--- src/rtl/wdr_pkg.sv ---
package wdr_pkg;
  typedef enum logic [1:0] {
    WD_LONG  = 2'b00,
    WD_MID   = 2'b01,
    WD_SHORT = 2'b10,
    WD_OFF   = 2'b11
  } wd_sel_e;

  function automatic int max3(input int a, input int b, input int c);
    int m;
    m = (a > b) ? a : b;
    return (m > c) ? m : c;
  endfunction
endpackage

--- src/rtl/wdr_sync.sv ---
module wdr_sync #(
  parameter int   STAGES  = 2,
  parameter logic RST_VAL = 1'b0
) (
  input  logic clk,
  input  logic arst_n,
  input  logic d,
  output logic q
);
  logic [STAGES-1:0] chain;

  always_ff @(posedge clk or negedge arst_n) begin
    if (!arst_n) chain[0] <= RST_VAL;
    else         chain[0] <= d;
  end

  for (genvar i = 1; i < STAGES; i++) begin : g_stage
    always_ff @(posedge clk or negedge arst_n) begin
      if (!arst_n) chain[i] <= RST_VAL;
      else         chain[i] <= chain[i-1];
    end
  end

  assign q = chain[STAGES-1];
endmodule

--- src/rtl/wdr_fall_det.sv ---
module wdr_fall_det (
  input  logic clk,
  input  logic arst_n,
  input  logic lvl,
  output logic fall
);
  logic prev;

  always_ff @(posedge clk or negedge arst_n) begin
    if (!arst_n) prev <= 1'b1;
    else         prev <= lvl;
  end

  assign fall = prev & ~lvl;
endmodule

--- src/rtl/wdr_wd_timer.sv ---
module wdr_wd_timer
  import wdr_pkg::*;
#(
  parameter int T_LONG  = 1400,
  parameter int T_MID   = 600,
  parameter int T_SHORT = 200,
  parameter int CW      = 11
) (
  input  logic          clk,
  input  logic          arst_n,
  input  logic [1:0]    sel,
  input  logic          kick,
  input  logic          hold,
  output logic          expire,
  output logic [CW-1:0] cnt
);
  logic [1:0]    sel_q;
  logic          sel_chg;
  logic          enabled;
  logic [CW-1:0] last_val;
  logic          restart;

  always_ff @(posedge clk or negedge arst_n) begin
    if (!arst_n) sel_q <= 2'b00;
    else         sel_q <= sel;
  end

  assign sel_chg = (sel != sel_q);

  always_comb begin
    enabled  = 1'b1;
    last_val = CW'(T_LONG - 1);
    case (wd_sel_e'(sel))
      WD_LONG:  last_val = CW'(T_LONG - 1);
      WD_MID:   last_val = CW'(T_MID - 1);
      WD_SHORT: last_val = CW'(T_SHORT - 1);
      default:  enabled  = 1'b0;
    endcase
  end

  assign restart = hold | ~enabled | kick | sel_chg;
  assign expire  = ~restart & (cnt == last_val);

  always_ff @(posedge clk or negedge arst_n) begin
    if (!arst_n)               cnt <= '0;
    else if (restart | expire) cnt <= '0;
    else                       cnt <= cnt + 1'b1;
  end
endmodule

--- src/rtl/wdr_hold.sv ---
module wdr_hold #(
  parameter int RST_CYC = 64,
  parameter int HW      = 7
) (
  input  logic          clk,
  input  logic          arst_n,
  input  logic          trig,
  output logic [HW-1:0] hold_cnt,
  output logic          active
);
  always_ff @(posedge clk or negedge arst_n) begin
    if (!arst_n)               hold_cnt <= HW'(RST_CYC);
    else if (trig)             hold_cnt <= HW'(RST_CYC);
    else if (hold_cnt != '0)   hold_cnt <= hold_cnt - 1'b1;
  end

  assign active = (hold_cnt != '0);
endmodule

--- src/rtl/wdr_supervisor.sv ---
module wdr_supervisor
  import wdr_pkg::*;
#(
  parameter int T_LONG   = 1400,
  parameter int T_MID    = 600,
  parameter int T_SHORT  = 200,
  parameter int RST_CYC  = 64,
  parameter int SYNC_STG = 2
) (
  input  logic       clk,
  input  logic       por_n,
  input  logic       vcc_low,
  input  logic       cs_wdi,
  input  logic [1:0] wd_sel,
  output logic       rst_pull_low
);
  localparam int TMAX = max3(T_LONG, T_MID, T_SHORT);
  localparam int CW   = $clog2(TMAX + 1);
  localparam int HW   = $clog2(RST_CYC + 1);

  logic          cs_s;
  logic          vcc_s;
  logic          kick;
  logic          expire;
  logic          hold_on;
  logic [CW-1:0] wd_cnt;
  logic [HW-1:0] hold_cnt;

  wdr_sync #(.STAGES(SYNC_STG), .RST_VAL(1'b1)) u_cs_sync (
    .clk(clk), .arst_n(por_n), .d(cs_wdi), .q(cs_s)
  );

  wdr_sync #(.STAGES(SYNC_STG), .RST_VAL(1'b0)) u_vcc_sync (
    .clk(clk), .arst_n(por_n), .d(vcc_low), .q(vcc_s)
  );

  wdr_fall_det u_fall (
    .clk(clk), .arst_n(por_n), .lvl(cs_s), .fall(kick)
  );

  wdr_wd_timer #(
    .T_LONG(T_LONG), .T_MID(T_MID), .T_SHORT(T_SHORT), .CW(CW)
  ) u_timer (
    .clk(clk), .arst_n(por_n), .sel(wd_sel), .kick(kick),
    .hold(hold_on), .expire(expire), .cnt(wd_cnt)
  );

  wdr_hold #(.RST_CYC(RST_CYC), .HW(HW)) u_hold (
    .clk(clk), .arst_n(por_n), .trig(vcc_s | expire),
    .hold_cnt(hold_cnt), .active(hold_on)
  );

  assign rst_pull_low = hold_on;
endmodule

--- config.mk ---
export PLATFORM = sky130hd
export DESIGN_NAME = wdr_supervisor
export DESIGN_NICKNAME = d
export VERILOG_FILES = /design/src/rtl/wdr_pkg.sv /design/src/rtl/wdr_sync.sv /design/src/rtl/wdr_fall_det.sv /design/src/rtl/wdr_wd_timer.sv /design/src/rtl/wdr_hold.sv /design/src/rtl/wdr_supervisor.sv
export SDC_FILE = /design/constraint.sdc
export NUM_CORES = 1
export LEC_CHECK = 0
export CAP_MARGIN = 5
export CORE_ASPECT_RATIO = 0.6
export CORE_MARGIN = 1
export CORE_UTILIZATION = 51
export CTS_CLUSTER_SIZE = 25
export DETAILED_ROUTE_END_ITERATION = 8
export GPL_TIMING_DRIVEN = 0
export PLACE_DENSITY = 0.73
export SLEW_MARGIN = 20
export SYNTH_ARGS = -nofsm -noshare
export SYNTH_HDL_FRONTEND = slang
export SYNTH_SLANG_ARGS = --single-unit
export TNS_END_PERCENT = 20
--- constraint.sdc ---
create_clock -name clk -period 1.9 [get_ports clk]
set_input_delay 0.38 -clock clk [delete_from_list [all_inputs] [get_ports clk]]
set_output_delay 0.38 -clock clk [all_outputs]
set_load 0.1 [all_outputs]
# == After elaboration in Yosys (flattened, before gate mapping) ==
# Index checks and enable logic that the tools add are counted.
# classes
n_eq_ne,4
add_sub_neg,2
reduce_logical,4
bitwise_logic,10
n_mux,5
# op_table
cell,n
$pmux 11 s2,1
$mux 7,2
$add 11x1->11 const B,1
$eq 11x11->1,1
$mux 11,1
$reduce_bool 7->1,1
$sub 7x1->7 const B,1
$or 1x1->1,5
$not 1->1,3
$reduce_or 3->1,1
$and 1x1->1,2
$eq 2x1->1 const B,1
$eq 2x2->1 const B,1
$logic_not 2->1,1
$ne 2x2->1,1
$reduce_bool 2->1,1
$mux 1,1
# totals
out_inout_bits,1
word_cells,33
ff_bits,25
inputBits,6

# == Logic depth before layout (Yosys ltp) ==
# depth
depth_word,11
ltp_mapped,7
depth_no_buf,7

# == By module ==
# From an unflattened synthesis, not the netlist that was laid out.
# unflattened
cells_unflattened,119
hier_area_um2,1347.5
# by_module_without_submodules
module,cells_per_inst,instances,seq_area_each_um2,area_each_um2
wdr_wd_timer,73,1,325.3,808.3
wdr_hold,39,1,176.4,390.4
wdr_sync (u_cs_sync),2,1,52.6,52.6
wdr_sync (u_vcc_sync),2,1,50.0,50.0
wdr_fall_det,2,1,26.3,40.0
wdr_supervisor,1,1,0.0,6.3

# == Least setup slack after synthesis ==
# Ideal clock, no wire load.
# synth_path
path_type,reg-to-reg
from,reg u_hold.hold_cnt[0]
to,reg u_hold.hold_cnt[1]
path_buffers,0
setup_time_ns,0.098
t_arrival_ns,2.128
path_stages_with_launch,7
required_ns,1.802
slack_ns,-0.327
period_less_slack_ns,2.227
cell_sequence,dfrtp_1 > inv_1 > ha_1 > or3b_2 > nor2b_1 > inv_1 > a211oi_1
# synth_via
elab_chain_cells,8
elab_cells_between_ends,11
cone_classes,add/sub: 1; mux: 2; bitwise: 6; reduce/logical: 2
# synth_rtl
item,line,rtl
start: declaration,wdr_hold.sv:8,"output logic [HW-1:0] hold_cnt,"
start signal: assignment,wdr_hold.sv:12,if (!arst_n) hold_cnt <= HW'(RST_CYC);
start signal: assignment,wdr_hold.sv:13,else if (trig) hold_cnt <= HW'(RST_CYC);
start signal: assignment,wdr_hold.sv:14,else if (hold_cnt != '0) hold_cnt <= hold_cnt - 1'b1;
$reduce_bool 7->1 *,wdr_hold.sv:17,assign active = (hold_cnt != '0);
net rst_pull_low,wdr_supervisor.sv:15,output logic rst_pull_low
$or 1x1->1 (3 in series),wdr_wd_timer.sv:41,assign restart = hold | ~enabled | kick | sel_chg;
$not 1->1,wdr_wd_timer.sv:42,assign expire = ~restart & (cnt == last_val);
$and 1x1->1,wdr_wd_timer.sv:42,
$or 1x1->1,wdr_supervisor.sv:49,".clk(clk), .arst_n(por_n), .trig(vcc_s | expire),"
$mux 7 or $reduce_bool 2->1 (tied branches),n/a,
# Mark *: on every way through the listed nets, which the timed path passes. The rest lies on a longest branch. The select of a mux whose other input is x is not followed.
# A chain may end at the register's enable or synchronous reset.

# == Final worst setup path ==
# layout_path
from,reg u_hold.hold_cnt[0]
to,out rst_pull_low
# layout_via
elab_chain_cells,1
# layout_rtl
item,line
$reduce_bool 7->1,wdr_hold.sv:17
end: declaration,wdr_supervisor.sv:15
# Every way passes these cells.

==> results.py <==
metrics = {
    "layout": {
        "syn_to_final_growth_pct": 25.4,
        "multi_input_area_um2": 589,
        "regArea_um2": 632,
        "final_cell_mix": "dfrtp_1 (20), nor2_1 (14), buf_4 (13)",
        "diodes": 0,
        "finish.utilization_pct": 68.5,
        "fillCellCount": 158,
        "fin_area_um2": 1490,
        "fin_nets": 145,
        "layout_commonest_cell": "dfrtp_1",
        "drive_gt1_share_pct": 28.0,
        "layout.cells.non_filler": 162,
    },
    "clock_tree": {
        "clock_path_buffers": 2,
        "clkLatencyLatePin_ns": 0.27,
        "cts_sinks": 25,
        "clk_pin_slew_worst_paths_ns": 0.08,
        "cts_buffers": 3,
        "cts_tree": "done",
        "cts-root-buf": "clkbuf_8",
        "h-tree-depth": 1,
    },
    "power_and_ir_drop": {
        "ir_drop_v": 0.000506,
        "power_density_nw_per_um2": 1040,
        "power_uw": 1550,
        "p_leak_uw": 0.000655,
    },
    "route": {
        "antenna_left": 0,
        "wl_per_cell_um": 14.3,
        "totalWireLength_um": 2320,
        "drtIter0Drc": 56,
        "post-route-drc-count": 0,
        "vias": 844,
        "via_per_inst": 5.21,
        "first_pass_iters": 4,
    },
    "flow_run": {
        "max_cap_violations": 0,
    },
    "worst_setup_path": {
        "rrSetupSlack_ns": -0.12,
        "r2r-end": "u_hold.hold_cnt[6]$_DFFE_PN1P_",
        "critPathLaunchType": "flop",
        "cp-end-kind": "output port",
        "startpoint": "u_hold.hold_cnt[0]$_DFFE_PN0P_",
        "reg2reg_from": "u_hold.hold_cnt[0]$_DFFE_PN0P_",
        "critPathCapture": "rst_pull_low",
        "critPathKind": "reg -> out",
        "arrival_ns": 1.75,
        "worst-r2r-cell-count": 8,
        "crit_required_ns": 1.52,
        "crit_fanout": 2,
    },
    "synth": {
        "ys_seq_elements": 25,
        "synth_cell_types": 27,
        "synthTopCellsByArea": "dfrtp_1 (44%), dfstp_2 (8.8%), xor2_1 (7.4%)",
        "netlist_area_um2": 1190,
        "synth_top_area_cell": "dfrtp_1",
        "synthCells": 111,
        "synth_flop_cell": "dfrtp_1",
        "synth-edff-count": 0,
        "yosysWarnings": 0,
        "ys_seq_area_share_pct": 52.9,
        "synthArstFlopShare_pct": 100,
        "avgSynthCellArea_um2": 10.7,
        "synth_top_area_share_pct": 44.1,
        "syn_nets": 123,
    },
    "place": {
        "io_buffer_count": 6,
        "dp.cells": 147,
        "place_congestion": 0.800,
        "dp_hpwl_um": 1530,
        "dpl_cell_area_um2": 1320,
    },
    "sta": {
        "rsz0062_at_grt": "true",
        "timing.fmax_ghz": 0.469,
        "timing.final.max_slew_violations": 0,
        "setup_total_negative_slack_ns": -0.542,
        "tightest_slew_ns": 0.554,
        "fin_worst_skew_ns": 0.00223,
        "setup_ws_ns": -0.232,
        "min_period_ns": 2.13,
        "fin_crit_sh_pct": 112,
        "hold_viol_final": 0,
        "setup_viol": 4,
        "slew_headroom_pct": 63.1,
    },
    "global_route": {
        "grtUsageTotal_pct": 21.5,
        "grt_pass1_wl_um": 3680,
        "antenna_found_initial": 0,
        "grt.overflow.total": 0,
        "grt_max_degree": 26,
        "grt_pass1_vias": 737,
    },
    "die": {
        "core_area_um2": 2180,
        "die_area_um2": 2540,
        "io_pins": 7,
        "die_w_um": 64.4,
        "die_y_um": 39.4,
        "rows": 13,
        "initial_core_util_pct": 54.6,
    },
    "outcome": {
        "outcome": "complete, but fails checks",
        "violations": "negative setup slack",
    },
    "worst_hold_path": {
        "hp-class": "in -> async",
    },
}
## repair_timing
item                                    4_1_cts  5_1_grt
endpoints found under the setup margin       15       14
hold buffers                                  0        0
cloned                                        1        0
pin swaps                                     6        0
gates resized for setup                      31        0
buffers inserted                              8        2
## worst min path at each step
| stage | startpoint | endpoint | slack, ns |
|---|---|---|---|
| 3_3_place_gp | u_vcc_sync.chain[0]$_DFF_PN0_ | u_vcc_sync.q$_DFF_PN0_ | 0.33 |
| 3_5_place_dp | u_cs_sync.chain[0]$_DFF_PN1_ | u_cs_sync.q$_DFF_PN1_ | 0.35 |
| 2_1_floorplan | por_n | u_hold.hold_cnt[0]$_DFFE_PN0P_ | 0.08 |
| 4_1_cts | wd_sel[0] | u_timer.sel_q[0]$_DFF_PN0_ | 0.25 |
| 6_report | por_n | u_hold.hold_cnt[5]$_DFFE_PN0P_ | 0.09 |
| 5_1_grt | por_n | u_hold.hold_cnt[5]$_DFFE_PN0P_ | 0.12 |
## power breakdown
group / leakage [uW] / internal, uW / switching [uW]
registers: 0.000319 / 609 / 55.7
clock network: 0.0000228 / 150 / 163
logic: 0.000313 / 306 / 269
total: 0.000655 / 1070 / 488
## kinds of logic (layout without fill, tap and decap cells)
| family | count (synthesis) | count (layout) | share of synthesized area (%) |
|---|---|---|---|
| AND/OR/NAND/NOR | 47 | 47 | 21.0 |
| flip-flops | 25 | 25 | 52.9 |
| XOR/XNOR | 15 | 15 | 11.0 |
| AO/OA/AOI/OAI | 9 | 9 | 5.78 |
| buffers and inverters | 9 | 30 | 2.94 |
| adder cells (fa/ha/maj) | 6 | 6 | 6.30 |
## through the flow
step	hold slack [ns]	setup WS, ns
after floorplan	0.0844	-0.203
after global placement	0.332	-0.931
after detailed placement	0.350	-1.05
after CTS	0.247	-0.186
after global routing	0.121	-0.277
final	0.0899	-0.232
## cells in the mapped netlist, drive strengths merged, types with 2 or more instances
library cell	count
xnor2	5
nand3	5
nor2	15
a21oi	4
and4	3
nor3	2
nor2b	3
or3	4
nand2	5
dfstp	4
nand2b	2
dfrtp	21
ha	6
xor2	10
inv	8
nand4	3
## per-layer routing
layer	up-vias	track usage, %	part of all wire, %
li1	417	-	-
met1	401	29.5	52
met2	24	31.8	42
met3	2	7.85	5.0
met4	0	6.11	0.56
met5	-	0	0
## sequential cells by signal, indices dropped and copies added (netlist names)
signal and flops:
u_vcc_sync.chain 1, u_fall.prev 1, u_hold.hold_cnt 7, u_cs_sync.chain 1, u_vcc_sync.q 1, u_timer.sel_q 2, u_timer.cnt 11, u_cs_sync.q 1
## final cells by class
cell class              count  share of cell area, %
flip-flops and latches     25                   42.3
multi-input cells          77                   39.4
repair buffers             17                   9.80
clock buffers               4                   3.02
well taps                  30                   2.51
inverters                   8                   2.43
plain buffers               1                  0.503
## worst max-delay path, cell delays in order (launching register included)
cell and delay (ns):
dfrtp_1 0.40, inv_2 0.08, ha_4 0.12, or3b_4 0.39, nor2b_4 0.17, clkinvlp_4 0.14, buf_12 0.18
Power figures use the tool's default switching activity.
